--- src/rtl/fsn_pkg.sv ---
package fsn_pkg;

    localparam int DBL_W      = 64;
    localparam int SGL_W      = 32;
    localparam int DEXP_W     = 11;
    localparam int DFRAC_W    = 52;
    localparam int SEXP_W     = 8;
    localparam int SFRAC_W    = 23;
    localparam int WEXP_W     = DEXP_W + 1;
    localparam int DBL_BIAS   = 1023;
    localparam int SGL_EMIN   = -126;

    // exponent thresholds of the three classes
    localparam int DIRECT_MIN = DBL_BIAS + SGL_EMIN;       // 897
    localparam int DENORM_MIN = DIRECT_MIN - SFRAC_W;      // 874
    localparam int MAX_STEPS  = DIRECT_MIN - DENORM_MIN;   // 23
    localparam int LEAD_W     = SFRAC_W + 1;

    // bit selection of the direct mapping
    localparam int DIR_HI     = DBL_W - 3 - (DEXP_W - SEXP_W);

    typedef enum logic [1:0] {
        ST_IDLE  = 2'd0,
        ST_SHIFT = 2'd1,
        ST_DONE  = 2'd2
    } state_t;

    typedef enum logic [1:0] {
        PATH_DIRECT = 2'd0,
        PATH_DENORM = 2'd1,
        PATH_ZERO   = 2'd2
    } path_t;

endpackage

--- src/rtl/fsn_classify.sv ---
module fsn_classify
    import fsn_pkg::*;
(
    input  logic [DBL_W-1:0]         value,
    output path_t                    path,
    output logic [SGL_W-1:0]         direct_word,
    output logic                     sign,
    output logic [LEAD_W-1:0]        lead,
    output logic signed [WEXP_W-1:0] wexp
);

    logic [DEXP_W-1:0] bexp;
    logic              mag_zero;

    assign bexp     = value[DBL_W-2 -: DEXP_W];
    assign mag_zero = (value[DBL_W-2:0] == '0);
    assign sign     = value[DBL_W-1];

    // sign and top exponent bit, then low exponent bits and fraction
    assign direct_word = {value[DBL_W-1 -: 2], value[DIR_HI -: (SGL_W-2)]};

    // hidden one above the fraction bits that can reach the single field
    assign lead = {1'b1, value[DFRAC_W-1 -: SFRAC_W]};

    // unbiased working exponent
    assign wexp = WEXP_W'({1'b0, bexp}) - WEXP_W'(DBL_BIAS);

    always_comb begin
        if (mag_zero || (bexp >= DEXP_W'(DIRECT_MIN))) begin
            path = PATH_DIRECT;
        end else if (bexp >= DEXP_W'(DENORM_MIN)) begin
            path = PATH_DENORM;
        end else begin
            path = PATH_ZERO;
        end
    end

endmodule

--- src/rtl/fsn_shifter.sv ---
module fsn_shifter
    import fsn_pkg::*;
(
    input  logic                     clk,
    input  logic                     rst_n,
    input  logic                     load,
    input  logic                     step,
    input  logic                     sign_in,
    input  logic [LEAD_W-1:0]        lead_in,
    input  logic signed [WEXP_W-1:0] wexp_in,
    output logic                     sign_q,
    output logic [SFRAC_W-1:0]       field,
    output logic                     last
);

    localparam logic signed [WEXP_W-1:0] STOP_M1 = WEXP_W'(SGL_EMIN - 1);

    logic [LEAD_W-1:0]        mant_q;
    logic signed [WEXP_W-1:0] wexp_q;

    always_ff @(posedge clk or negedge rst_n) begin
        if (!rst_n) begin
            mant_q <= '0;
            wexp_q <= '0;
            sign_q <= 1'b0;
        end else if (load) begin
            mant_q <= lead_in;
            wexp_q <= wexp_in;
            sign_q <= sign_in;
        end else if (step) begin
            mant_q <= {1'b0, mant_q[LEAD_W-1:1]};
            wexp_q <= wexp_q + WEXP_W'(1);
        end
    end

    // this step takes the working exponent to the single minimum
    assign last  = (wexp_q == STOP_M1);
    assign field = mant_q[SFRAC_W-1:0];

    // every shift inserts a zero at the top of the lead mantissa
    a_r4_msb_cleared: assert property (@(posedge clk) disable iff (!rst_n)
        (step && !load) |=> (mant_q[LEAD_W-1] == 1'b0));

    // the loop never steps past the single minimum exponent
    a_r5_exp_ceiling: assert property (@(posedge clk) disable iff (!rst_n)
        (step && !load && last) |=> (wexp_q == WEXP_W'(SGL_EMIN)));

endmodule

--- src/rtl/fsn_ctrl.sv ---
module fsn_ctrl
    import fsn_pkg::*;
(
    input  logic  clk,
    input  logic  rst_n,
    input  logic  req_valid,
    input  path_t path,
    input  logic  last,
    output logic  load,
    output logic  step,
    output logic  cap_direct,
    output logic  in_shift,
    output logic  done
);

    localparam int LEN_W = $clog2(MAX_STEPS + 1) + 1;

    state_t state_q, state_d;
    logic   accept;

    assign accept = req_valid && (state_q != ST_SHIFT);

    always_ff @(posedge clk or negedge rst_n) begin
        if (!rst_n) begin
            state_q <= ST_IDLE;
        end else begin
            state_q <= state_d;
        end
    end

    always_comb begin
        state_d = state_q;
        unique case (state_q)
            ST_IDLE, ST_DONE: begin
                if (accept) begin
                    // ACCEPT_SLOW / ACCEPT_FAST
                    state_d = (path == PATH_DENORM) ? ST_SHIFT : ST_DONE;
                end else begin
                    // RETIRE (or stay idle)
                    state_d = ST_IDLE;
                end
            end
            ST_SHIFT: begin
                // SHIFT_LAST / SHIFT_MORE
                state_d = last ? ST_DONE : ST_SHIFT;
            end
            default: state_d = ST_IDLE;
        endcase
    end

    always_comb begin
        load       = accept && (path == PATH_DENORM);
        cap_direct = accept && (path != PATH_DENORM);
        step       = (state_q == ST_SHIFT);
        in_shift   = (state_q == ST_SHIFT);
        done       = (state_q == ST_DONE);
    end

    // checker counter: cycles spent in the shift loop
    logic [LEN_W-1:0] shift_len;
    always_ff @(posedge clk or negedge rst_n) begin
        if (!rst_n) begin
            shift_len <= '0;
        end else if (state_q == ST_SHIFT) begin
            shift_len <= shift_len + LEN_W'(1);
        end else begin
            shift_len <= '0;
        end
    end

    a_r5_shift_bound: assert property (@(posedge clk) disable iff (!rst_n)
        (state_q == ST_SHIFT) |-> (shift_len < LEN_W'(MAX_STEPS)));

    a_r2_fast_one_cycle: assert property (@(posedge clk) disable iff (!rst_n)
        (req_valid && (state_q != ST_SHIFT) && (path != PATH_DENORM)) |=> done);

    a_r7_done_pulse: assert property (@(posedge clk) disable iff (!rst_n)
        (done && !req_valid) |=> !done);

    a_r9_shift_ignores_request: assert property (@(posedge clk) disable iff (!rst_n)
        ((state_q == ST_SHIFT) && !last) |=> (state_q == ST_SHIFT));

    a_r10_accept_in_done: assert property (@(posedge clk) disable iff (!rst_n)
        (done && req_valid && (path == PATH_DENORM)) |=> (state_q == ST_SHIFT));

endmodule

--- src/rtl/fp_store_narrow.sv ---
module fp_store_narrow
    import fsn_pkg::*;
(
    input  logic             clk,
    input  logic             rst_n,
    input  logic             req_valid,
    input  logic [DBL_W-1:0] req_data,
    output logic             out_done,
    output logic [SGL_W-1:0] out_word
);

    path_t                    path;
    logic [SGL_W-1:0]         direct_word;
    logic                     in_sign;
    logic [LEAD_W-1:0]        lead;
    logic signed [WEXP_W-1:0] wexp;
    logic                     load, step, cap_direct, in_shift, last;
    logic                     sign_q;
    logic [SFRAC_W-1:0]       field;
    logic [SGL_W-1:0]         word_q;
    logic                     den_sel_q;

    fsn_classify u_classify (
        .value       (req_data),
        .path        (path),
        .direct_word (direct_word),
        .sign        (in_sign),
        .lead        (lead),
        .wexp        (wexp)
    );

    fsn_ctrl u_ctrl (
        .clk        (clk),
        .rst_n      (rst_n),
        .req_valid  (req_valid),
        .path       (path),
        .last       (last),
        .load       (load),
        .step       (step),
        .cap_direct (cap_direct),
        .in_shift   (in_shift),
        .done       (out_done)
    );

    fsn_shifter u_shifter (
        .clk     (clk),
        .rst_n   (rst_n),
        .load    (load),
        .step    (step),
        .sign_in (in_sign),
        .lead_in (lead),
        .wexp_in (wexp),
        .sign_q  (sign_q),
        .field   (field),
        .last    (last)
    );

    always_ff @(posedge clk or negedge rst_n) begin
        if (!rst_n) begin
            word_q    <= '0;
            den_sel_q <= 1'b0;
        end else if (cap_direct) begin
            word_q    <= (path == PATH_ZERO) ? '0 : direct_word;
            den_sel_q <= 1'b0;
        end else if (load) begin
            den_sel_q <= 1'b1;
        end
    end

    assign out_word = den_sel_q ? {sign_q, {SEXP_W{1'b0}}, field} : word_q;

    // the word is stable while nothing is accepted and no loop runs
    a_r8_word_held: assert property (@(posedge clk) disable iff (!rst_n)
        (!req_valid && !in_shift) |=> $stable(out_word));

    // an accepted underflow request completes with an all-zero word
    a_r6_underflow_zero: assert property (@(posedge clk) disable iff (!rst_n)
        (cap_direct && (path == PATH_ZERO)) |=> (out_done && (out_word == '0)));

endmodule

--- config.mk ---
export PLATFORM = sky130hd
export DESIGN_NAME = fp_store_narrow
export DESIGN_NICKNAME = d
export VERILOG_FILES = /design/src/rtl/fsn_pkg.sv /design/src/rtl/fsn_classify.sv /design/src/rtl/fsn_shifter.sv /design/src/rtl/fsn_ctrl.sv /design/src/rtl/fp_store_narrow.sv
export SDC_FILE = /design/constraint.sdc
export NUM_CORES = 1
export LEC_CHECK = 0
export BUFFER_PORTS_ARGS = -buffer_cell sky130_fd_sc_hd__buf_2
export CORE_AREA = 2 2 170 106
export DETAILED_ROUTE_END_ITERATION = 8
export DIE_AREA = 0 0 172 108
export PLACE_DENSITY_LB_ADDON = 0.15
export SETUP_SLACK_MARGIN = 0.5
export SYNTH_ARGS = -nofsm -noshare
export SYNTH_HDL_FRONTEND = slang
export SYNTH_SLANG_ARGS = --single-unit
--- constraint.sdc ---
create_clock -name clk -period 1.9 [get_ports clk]
set_input_delay 0.19 -clock clk [delete_from_list [all_inputs] [get_ports clk]]
set_output_delay 0.19 -clock clk [all_outputs]
set_load 0.01 [all_outputs]
After elaboration in Yosys (flattened, before gate mapping)
Cells that the tools add are included.
Operators by class
  $mul: 0
  muxes and demuxes: 14
  reductions and logical operators: 9
  bitwise gates (word level): 0
  equal/unequal tests: 7
  order comparisons: 2
  $add $sub $neg: 2
  div/mod/pow operators: 0
  shifts and indexed selects: 0
Operators by type and width (count)
  $mux 32: 2
  $logic_not 63->1: 1
  $mux 24: 2
  $mux 12: 2
  $ge 11x10->1 const B: 2
  $add 12x2->12 const B: 1
  $eq 12x8->1 const B: 1
  $sub 11x10->12 const B: 1
  $mux 2: 5
  $eq 2x1->1 const B: 2
  $eq 2x2->1 const B: 2
  $ne 2x1->1 const B: 2
  $pmux 2 s2: 1
  $reduce_bool 2->1: 2
  $logic_and 1x1->1: 3
  $logic_not 2->1: 1
  $mux 1: 2
  $reduce_or 2->1: 1
  $logic_or 1x1->1: 1
Storage, ports and cells
  bits of input ports: 67
  ROM bits: 0
  flip-flop bits (word level): 72
  output and inout bits: 33
  bits in latches: 0
  memories: 0
  word-level logic and storage cells: 40
  memory bits (writable): 0

Logic depth before layout (Yosys ltp)
Gate-level depths: netlist (run 1).
  depth in word-level cells: 7
  gate-level depth with buffers: 9
  gate-level depth less buffers: 7

Cells and area by module
A second synthesis (run 1) with hierarchy kept.
Unflattened totals
  cells, all modules: 551
  area total of the unflattened synthesis: 4929.7 sq um
Modules (own cells, without submodules)
  fsn_shifter: sequential area each 925.9 sq um, area an instance 2034.5 sq um, instances 1, cells an instance 214
  fp_store_narrow: sequential area each 825.8 sq um, area an instance 1905.6 sq um, instances 1, cells an instance 205
  fsn_classify: sequential area each 0.0 sq um, area an instance 849.6 sq um, instances 1, cells an instance 120
  fsn_ctrl: sequential area each 50.0 sq um, area an instance 140.1 sq um, instances 1, cells an instance 12

Worst setup path after synthesis (run 1)
OpenSTA, ideal clock, no wires.
  path kind: in2reg
  start point: in req_data[52]
  end point: reg u_shifter.wexp_q[11]
  arrival: 1.557 ns
  required time: 1.775 ns
  slack: 0.218 ns
  setup time: 0.125 ns
  buffers on the path: 1
  cell stages on the path: 8
  cells stage by stage: inv_1 ha_1 o31a_2 o211ai_2 a211o_2 buf_6 a21oi_1 mux2_2
Between the ends
  cells in the longest elaborated chain, start to end: 6
  elaborated cells between the ends (all ways): 11
RTL lines
  start: declaration: line fp_store_narrow.sv:7  | input logic [DBL_W-1:0] req_data,
  $ge 11x10->1 (tied with other cells): line fsn_classify.sv:31  | end else if (bexp >= DEXP_W'(DENORM_MIN)) begin
  $mux 2 / $logic_or 1x1->1 (equally long branches): line fsn_classify.sv:31, fsn_classify.sv:29
  $mux 2: line fsn_classify.sv:29  | if (mag_zero || (bexp >= DEXP_W'(DIRECT_MIN))) begin
  $eq 2x1->1: line fsn_ctrl.sv:52  | load = accept && (path == PATH_DENORM);
  $logic_and 1x1->1: line fsn_ctrl.sv:52
  $mux 12 / $reduce_bool 2->1 (equally long branches)
  end signal: assignment: line fsn_shifter.sv:28  | wexp_q <= wexp_in;
  end signal: assignment: line fsn_shifter.sv:32  | wexp_q <= wexp_q + WEXP_W'(1);
  end: declaration: line fsn_shifter.sv:19  | logic signed [WEXP_W-1:0] wexp_q;
Several ways; a longest one is shown, not always the timed one.
A chain may end at the register's enable or synchronous reset.

Worst setup path in the final report (run 1)
  start point: reg u_ctrl.state_q[1]
  end point: reg word_q[4]
Between the ends
  cells in the longest elaborated chain, start to end: 3
RTL lines
  start: declaration: line fsn_ctrl.sv:18  | state_t state_q, state_d;
  start signal: assignment: line fsn_ctrl.sv:27  | state_q <= state_d;
  $ne 2x1->1: line fsn_ctrl.sv:21  | assign accept = req_valid && (state_q != ST_SHIFT);
  $logic_and 1x1->1: line fsn_ctrl.sv:21
  $logic_and 1x1->1: line fsn_ctrl.sv:53  | cap_direct = accept && (path != PATH_DENORM);
  end signal: assignment: line fp_store_narrow.sv:63  | word_q <= (path == PATH_ZERO) ? '0 : direct_word;
  end: declaration: line fp_store_narrow.sv:20  | logic [SGL_W-1:0] word_q;
No other way between the ends.

==> results.py, run 1 <==
metrics = {
    "outcome": {
        "status": "finished, final reports clean",
    },
    "power": {
        "p_int_w": 0.003779,
        "finalPower_w": 0.005393,
        "power_density_nw_per_um2": 770.2,
        "p_comb_share_pct": 24.2,
        "ir_worst_vdd_uv": 363.7,
        "p_switching_w": 0.001614,
        "clock_power_share_pct": 37.5,
        "p_sw_share_pct": 29.93,
        "cellLeakagePower_nw": 3.176,
        "seq_power_share_pct": 38.3,
    },
    "synthesis": {
        "synth_cell_type_count": 48,
        "yosys_register_bits": 72,
        "synth_top_area_cell": "dfrtp_1",
        "synth.area.top_cells": "dfrtp_1 45%, mux2_2 7.0%, nand2_1 5.4%",
        "synthCells": 445,
        "synthesis.nets": 518,
        "synth_top_area_share_pct": 45.03,
        "async_flop_share_pct": 100.0,
        "seq_area_frac_synth_pct": 45.03,
        "syn_area_per_cell_um2": 8.992,
        "netlist_area_um2": 4001,
        "ys.flop_type": "dfrtp_1",
        "synth_edf_count": 0,
        "yosys_warnings": 0,
    },
    "place": {
        "place_congestion": 0.7966,
        "io_buffers": 99,
        "dp_hpwl_mm": 9.963,
        "dp_cells": 788,
        "placed_cell_area_um2": 5213,
    },
    "die": {
        "fp.dieW_um": 172,
        "start_util_pct": 23.75,
        "fp.dieH_um": 108,
        "num_rows": 37,
        "coreArea_um2": 16850,
        "ios": 100,
        "die_area_um2": 18580,
    },
    "routing": {
        "remaining_drc_errors": 0,
        "routed_via_density": 4.772,
        "vias": 4080,
        "dr.pass1.iters": 4,
        "wl_per_cell_um": 18.94,
        "wirelength_mm": 16.19,
        "drtAntennaViolNets": 0,
        "drt-initial-drc-count": 218,
    },
    "critical_path": {
        "reg2reg_to": "word_q[4]",
        "startpoint_type": "flip-flop",
        "worst-r2r-setup-slack_ns": 0.22,
        "crit_path_start": "u_ctrl.state_q[1]",
        "cp_max_fo": 6,
        "required_ns": 2.13,
        "setup.worst_path.end_class": "flip-flop",
        "worstSetupEndpoint": "word_q[4]",
        "timing.rr.start": "u_ctrl.state_q[1]",
        "crit_type": "reg2reg",
        "rr_worst_depth": 6,
        "crit_arrival_ns": 1.91,
    },
    "layout": {
        "final_nets": 689,
        "regArea_um2": 1803,
        "postLayoutCellArea_um2": 7002,
        "final_util_pct": 41.55,
        "num_antenna_cells": 0,
        "multi_input_area_um2": 2656,
        "fill_cells": 1672,
        "syn_to_final_growth_pct": 74.98,
        "drive_above_1_share_pct": 57.65,
        "layout.cells.non_filler": 855,
    },
    "global_route": {
        "grt_pass1_wl_mm": 22.73,
        "gr-total-overflow": 0,
        "grt_pass1_vias": 3867,
        "antenna_found_initial": 0,
        "grt_max_degree": 73,
        "globalRouteTotalUtil_pct": 16.57,
    },
    "cts": {
        "insertion_delay_ns": 0.34,
        "root_buffer": "clkbuf_16",
        "htreeDepth": 3,
        "cts_tree": "done",
        "cts_buffers": 9,
        "clk_pin_slew_ns": 0.07,
        "clock-sinks": 72,
        "cts.path.max_buffers": 2,
    },
    "sta": {
        "setup_viol": 0,
        "fin_crit_sh_pct": 88.48,
        "max_slew.worst_pin.slew_ns": 0.4657,
        "min_period_ns": 1.681,
        "fmax_ghz": 0.5949,
        "slew_headroom_pct": 68.67,
        "skew_ns": 0.009391,
        "setup-tns-final_ns": 0,
        "rsz0062_at_grt": "true",
        "maxSlewViolCount": 0,
        "hold_viol": 0,
    },
    "worst_hold_path": {
        "hp-class": "in2reg",
        "min_delay_path_depth": 3,
    },
    "job": {
        "max_cap_viol_count": 0,
    },
}
[flip-flops by register name (all words and copies together), names as in the netlist]
| register | count |
|---|---|
| den_sel_q | 1 |
| u_ctrl.state_q | 2 |
| u_shifter.mant_q | 24 |
| u_shifter.sign_q | 1 |
| u_shifter.wexp_q | 12 |
| word_q | 32 |
[critical path, stage by stage (launching register included)]
cell,delay [ns]
dfrtp_2,0.43
nand2b_4,0.16
and2_4,0.18
and3_4,0.19
a21boi_4,0.31
clkbuf_16,0.23
o21ai_1,0.06
[power by group through the flow]
| stage | combinational (W) | sequential, W | clock [W] |
|---|---|---|---|
| floorplan | 0.000582 | 0.00197 | 0 |
| global placement | 0.000950 | 0.00204 | 0 |
| detailed placement | 0.000960 | 0.00205 | 0 |
| CTS | 0.00109 | 0.00204 | 0.00205 |
| global route | 0.00142 | 0.00210 | 0.00213 |
| finish | 0.00130 | 0.00207 | 0.00202 |
[metrics by stage]
stage / hold slack (ns) / setup slack, ns
final: 0.1159 / 0.2190
after global placement: 0.2583 / -0.3545
after CTS: 0.1029 / 0.2011
after floorplan: -0.1056 / 0.2848
after detailed placement: 0.2568 / -0.4217
after global routing: 0.1105 / 0.1718
[area by class of cell]
cell class / instances / share of cell area, %
tap: 234 / 4.182
multi-input combinational: 312 / 37.94
clock buffer: 9 / 3.217
clock inverter: 7 / 1.823
sequential: 72 / 25.75
inverter: 37 / 2.341
timing repair buffer: 184 / 24.75
[how the worst min path moves through the flow]
stage,from,to
after floorplan,rst_n,den_sel_q
after global placement,rst_n,word_q[0]
after detailed placement,rst_n,word_q[28]
after CTS,req_data[35],word_q[6]
after global routing,req_data[32],word_q[3]
final,req_data[38],word_q[9]
[per-layer routing]
metal	wire, um	up-vias	GRT usage [%]
li1	-	1902	-
met1	8634	1992	26.90
met2	6142	168	21.86
met3	1249	18	3.770
met4	165	0	2.941
met5	0	-	0
[cell usage after synthesis (3+ instances only)]
library cell and n:
o21ai_0 34, clkbuf_1 13, nor2b_1 10, and3_1 3
buf_2 7, mux2_2 25, xor2_1 3, nor4_1 13
a31oi_1 26, nor3_1 3, inv_1 37, a21oi_1 5
ha_1 6, buf_6 4, mux2i_1 3, nand3_1 42
nor2_1 30, nand4_1 7, nand2_1 58, dfrtp_1 72
xnor2_1 8
[cells by family (layout without fill, tap and decap cells)]
group                      Yosys count  in the layout  share of synthesized area (%)
and+or+nand+nor                    178            178                          21.95
muxes                               28             28                          7.786
xor gates and xnor gates            11             11                          2.408
adders and majority gates            6              6                          1.876
AOI/OAI and AO/OA                   88             89                          14.07
buffers and inverters               62            237                          6.879
DFF                                 72             72                          45.03
[layout by cell type, fill, tap and decap left out, drive strengths merged, types with 5 or more instances in the layout]
master,netlist,layout
buf,12,176
dfrtp,72,72
nand2,58,58
nand3,43,43
inv,37,39
o21ai,36,36
nor2,30,30
a31oi,26,26
mux2,25,25
clkbuf,13,15
nor4,15,15
nor2b,10,10
xnor2,8,8
nand4,7,7
ha,6,6
a21oi,6,6
and3,5,5
[timing repair]
item | 4_1_cts | 5_1_grt
gates resized for setup | 89 | 114
endpoints found under the setup margin | 102 | 102
buffers inserted | 21 | 16
hold endpoints to repair | 72 | 0
cloned | 5 | 8
pin swaps | 45 | 50
hold buffers | 1 | 0
No activity file was read; power rests on OpenSTA's default activity.
==> run 2, diff against run 1 <==
CORE_AREA = 2 2 133 83   (was 2 2 170 106)
DIE_AREA = 0 0 135 85   (was 0 0 172 108)
==> run 2 against run 1 <==
Cell area fell by 5.6%. Clock skew shrank 0.0031 ns. Sequential power barely moved. Register-to-register slack gained 0.04 ns. Total power shrank 2.8%. Cell count fell by 13%. First-iteration DRC count increased by 49%. Utilization up 23 points. Sequential share of layout area is 1.6 points higher. Critical path depth is 3 lower. Routed wire length is 12% lower. Critical endpoint is now out_word[3]. Largest cell class unchanged. Highest routed layer unchanged.
==> results.py, run 2 (synthesis gave the netlist of run 1 again) <==
metrics = {
    "global_route": {
        "grt_max_degree": 73,
        "gr-total-overflow": 0,
        "grt_pass1_wl_mm": 21.15,
        "grt_pass1_vias": 3770,
        "antenna_found_initial": 0,
        "globalRouteTotalUtil_pct": 24.33,
    },
    "place": {
        "io_buffers": 99,
        "place_ws_ns": -0.05067,
        "place_congestion": 0.8365,
        "dp_cells": 685,
        "dp_hpwl_mm": 8.432,
    },
    "layout": {
        "largest_reg_flops": 32,
        "layout_common_cells": "82 x buf_2, 67 x dfrtp_1, 35 x inv_1, 35 x buf_6, 33 x nand2_1",
        "fill_cells": 832,
        "final_util_pct": 64.16,
        "largest_register": "word_q",
        "num_antenna_cells": 0,
        "syn_to_final_growth_pct": 65.23,
        "layout.cells.non_filler": 743,
        "final_common_cell": "buf_2",
        "drive_above_1_share_pct": 55.13,
        "reg_top3": "word_q (32), u_shifter.mant_q (24), u_shifter.wexp_q (12)",
        "final_nets": 672,
    },
    "outcome": {
        "status": "finished, final reports clean",
    },
    "worst_hold_path": {
        "hp-class": "in2reg",
    },
    "sta": {
        "setup_ws_ns": 0.2527,
        "hold_viol": 0,
        "fmax_ghz": 0.6071,
        "max_slew.worst_pin.slew_ns": 0.4324,
        "slew_headroom_pct": 71.17,
        "setup_viol": 0,
        "maxSlewViolCount": 0,
        "skew_ns": 0.006325,
        "min_period_ns": 1.647,
        "rsz0062_at_grt": "true",
        "fin_crit_sh_pct": 86.70,
    },
    "routing": {
        "dr.pass1.iters": 5,
        "drtAntennaViolNets": 0,
        "routed_via_density": 5.503,
        "drt-initial-drc-count": 324,
        "vias": 4089,
        "wl_per_cell_um": 19.21,
        "remaining_drc_errors": 0,
        "wirelength_mm": 14.27,
    },
    "critical_path": {
        "startpoint_type": "flip-flop",
        "crit_chain": "buf_12 -> mux2_2 -> buf_2",
        "cp_max_fo": 12,
        "crit_arrival_ns": 1.46,
        "critPathMaxStageDelay_ns": 0.45,
        "critPathBufInv": 2,
        "setup.worst_path.end_class": "output pin",
        "required_ns": 1.71,
        "cp_slowest_cell": "dfrtp_2",
        "critical_path.top_delay_family": "flip-flops",
        "crit_type": "reg2out",
    },
    "job": {
        "max_cap_viol_count": 0,
    },
    "cts": {
        "clk_pin_slew_ns": 0.06,
        "cts.path.max_buffers": 2,
        "cts_tree": "done",
        "clock-sinks": 72,
        "cts_buffers": 9,
        "root_buffer": "clkbuf_16",
        "insertion_delay_ns": 0.34,
        "htreeDepth": 3,
    },
    "die": {
        "coreArea_um2": 10300,
        "fp.dieH_um": 85,
        "num_rows": 29,
        "fp.dieW_um": 135,
        "die_area_um2": 11480,
        "start_util_pct": 38.83,
        "ios": 100,
    },
    "power": {
        "ir_worst_vdd_uv": 539.4,
        "power_density_nw_per_um2": 792.6,
        "cellLeakagePower_nw": 2.994,
    },
}
-- run 2: what timing repair did --
item	in CTS	in global routing
endpoints found under the setup margin	99	105
endpoints found under the hold margin	72	0
pin swaps	44	31
cloned	10	2
hold buffers	1	0
resized for setup	95	90
buffers inserted	19	10
-- run 2: routing by layer --
layer	global-route usage (%)	wire length, um	part of all wire, %
met5	0	0	0
met4	6.250	241	1.7
met3	8.483	1298	9.1
met2	32.26	6001	42
met1	37.31	6728	47
-- run 2: final timing paths --
kind,from,cells past startpoint,slack (ns),to
hold reg to reg,u_shifter.mant_q[23],2,0.49,u_shifter.mant_q[23]
min in group asynchronous,rst_n,3,0.39,u_shifter.wexp_q[3]
hold / removal,req_data[41],3,0.11,word_q[12]
max in group asynchronous,rst_n,3,1.14,u_ctrl.state_q[1]
setup / recovery,den_sel_q,3,0.25,out_word[3]
setup reg to reg,u_ctrl.state_q[1],8,0.26,word_q[20]
-- run 2: final cells by class --
type,count,area [um^2],area share [%]
clock inverters,4,76.32,1.154
well taps,139,173.9,2.631
repair buffers,167,1580,23.90
inverters,37,163.9,2.479
multi-input cells,312,2552,38.61
clock buffers,12,256.5,3.880
flip-flops and latches,72,1808,27.35
-- run 2: through the flow --
step	cell area (um^2)	total power [W]	setup TNS, ns	hold WS, ns
floorplan	4272	0.002550	0	-0.1056
global placement	5046	0.002940	-0.2909	0.2541
detailed placement	5046	0.002963	-0.2373	0.2510
CTS	6125	0.005051	0	0.1051
global route	6611	0.005468	0	0.1074
finish	6611	0.005240	0	0.1094
-- run 2: worst min-delay path, stage by stage --
cell and delay, ns:
buf_2 0.12, inv_1 0.06, o21ai_2 0.05
-- run 2: where the power goes --
part           internal, W  switching (W)
Sequential         0.00180       0.000268
Combinational     0.000670       0.000605
Clock              0.00122       0.000677
Total              0.00369        0.00155
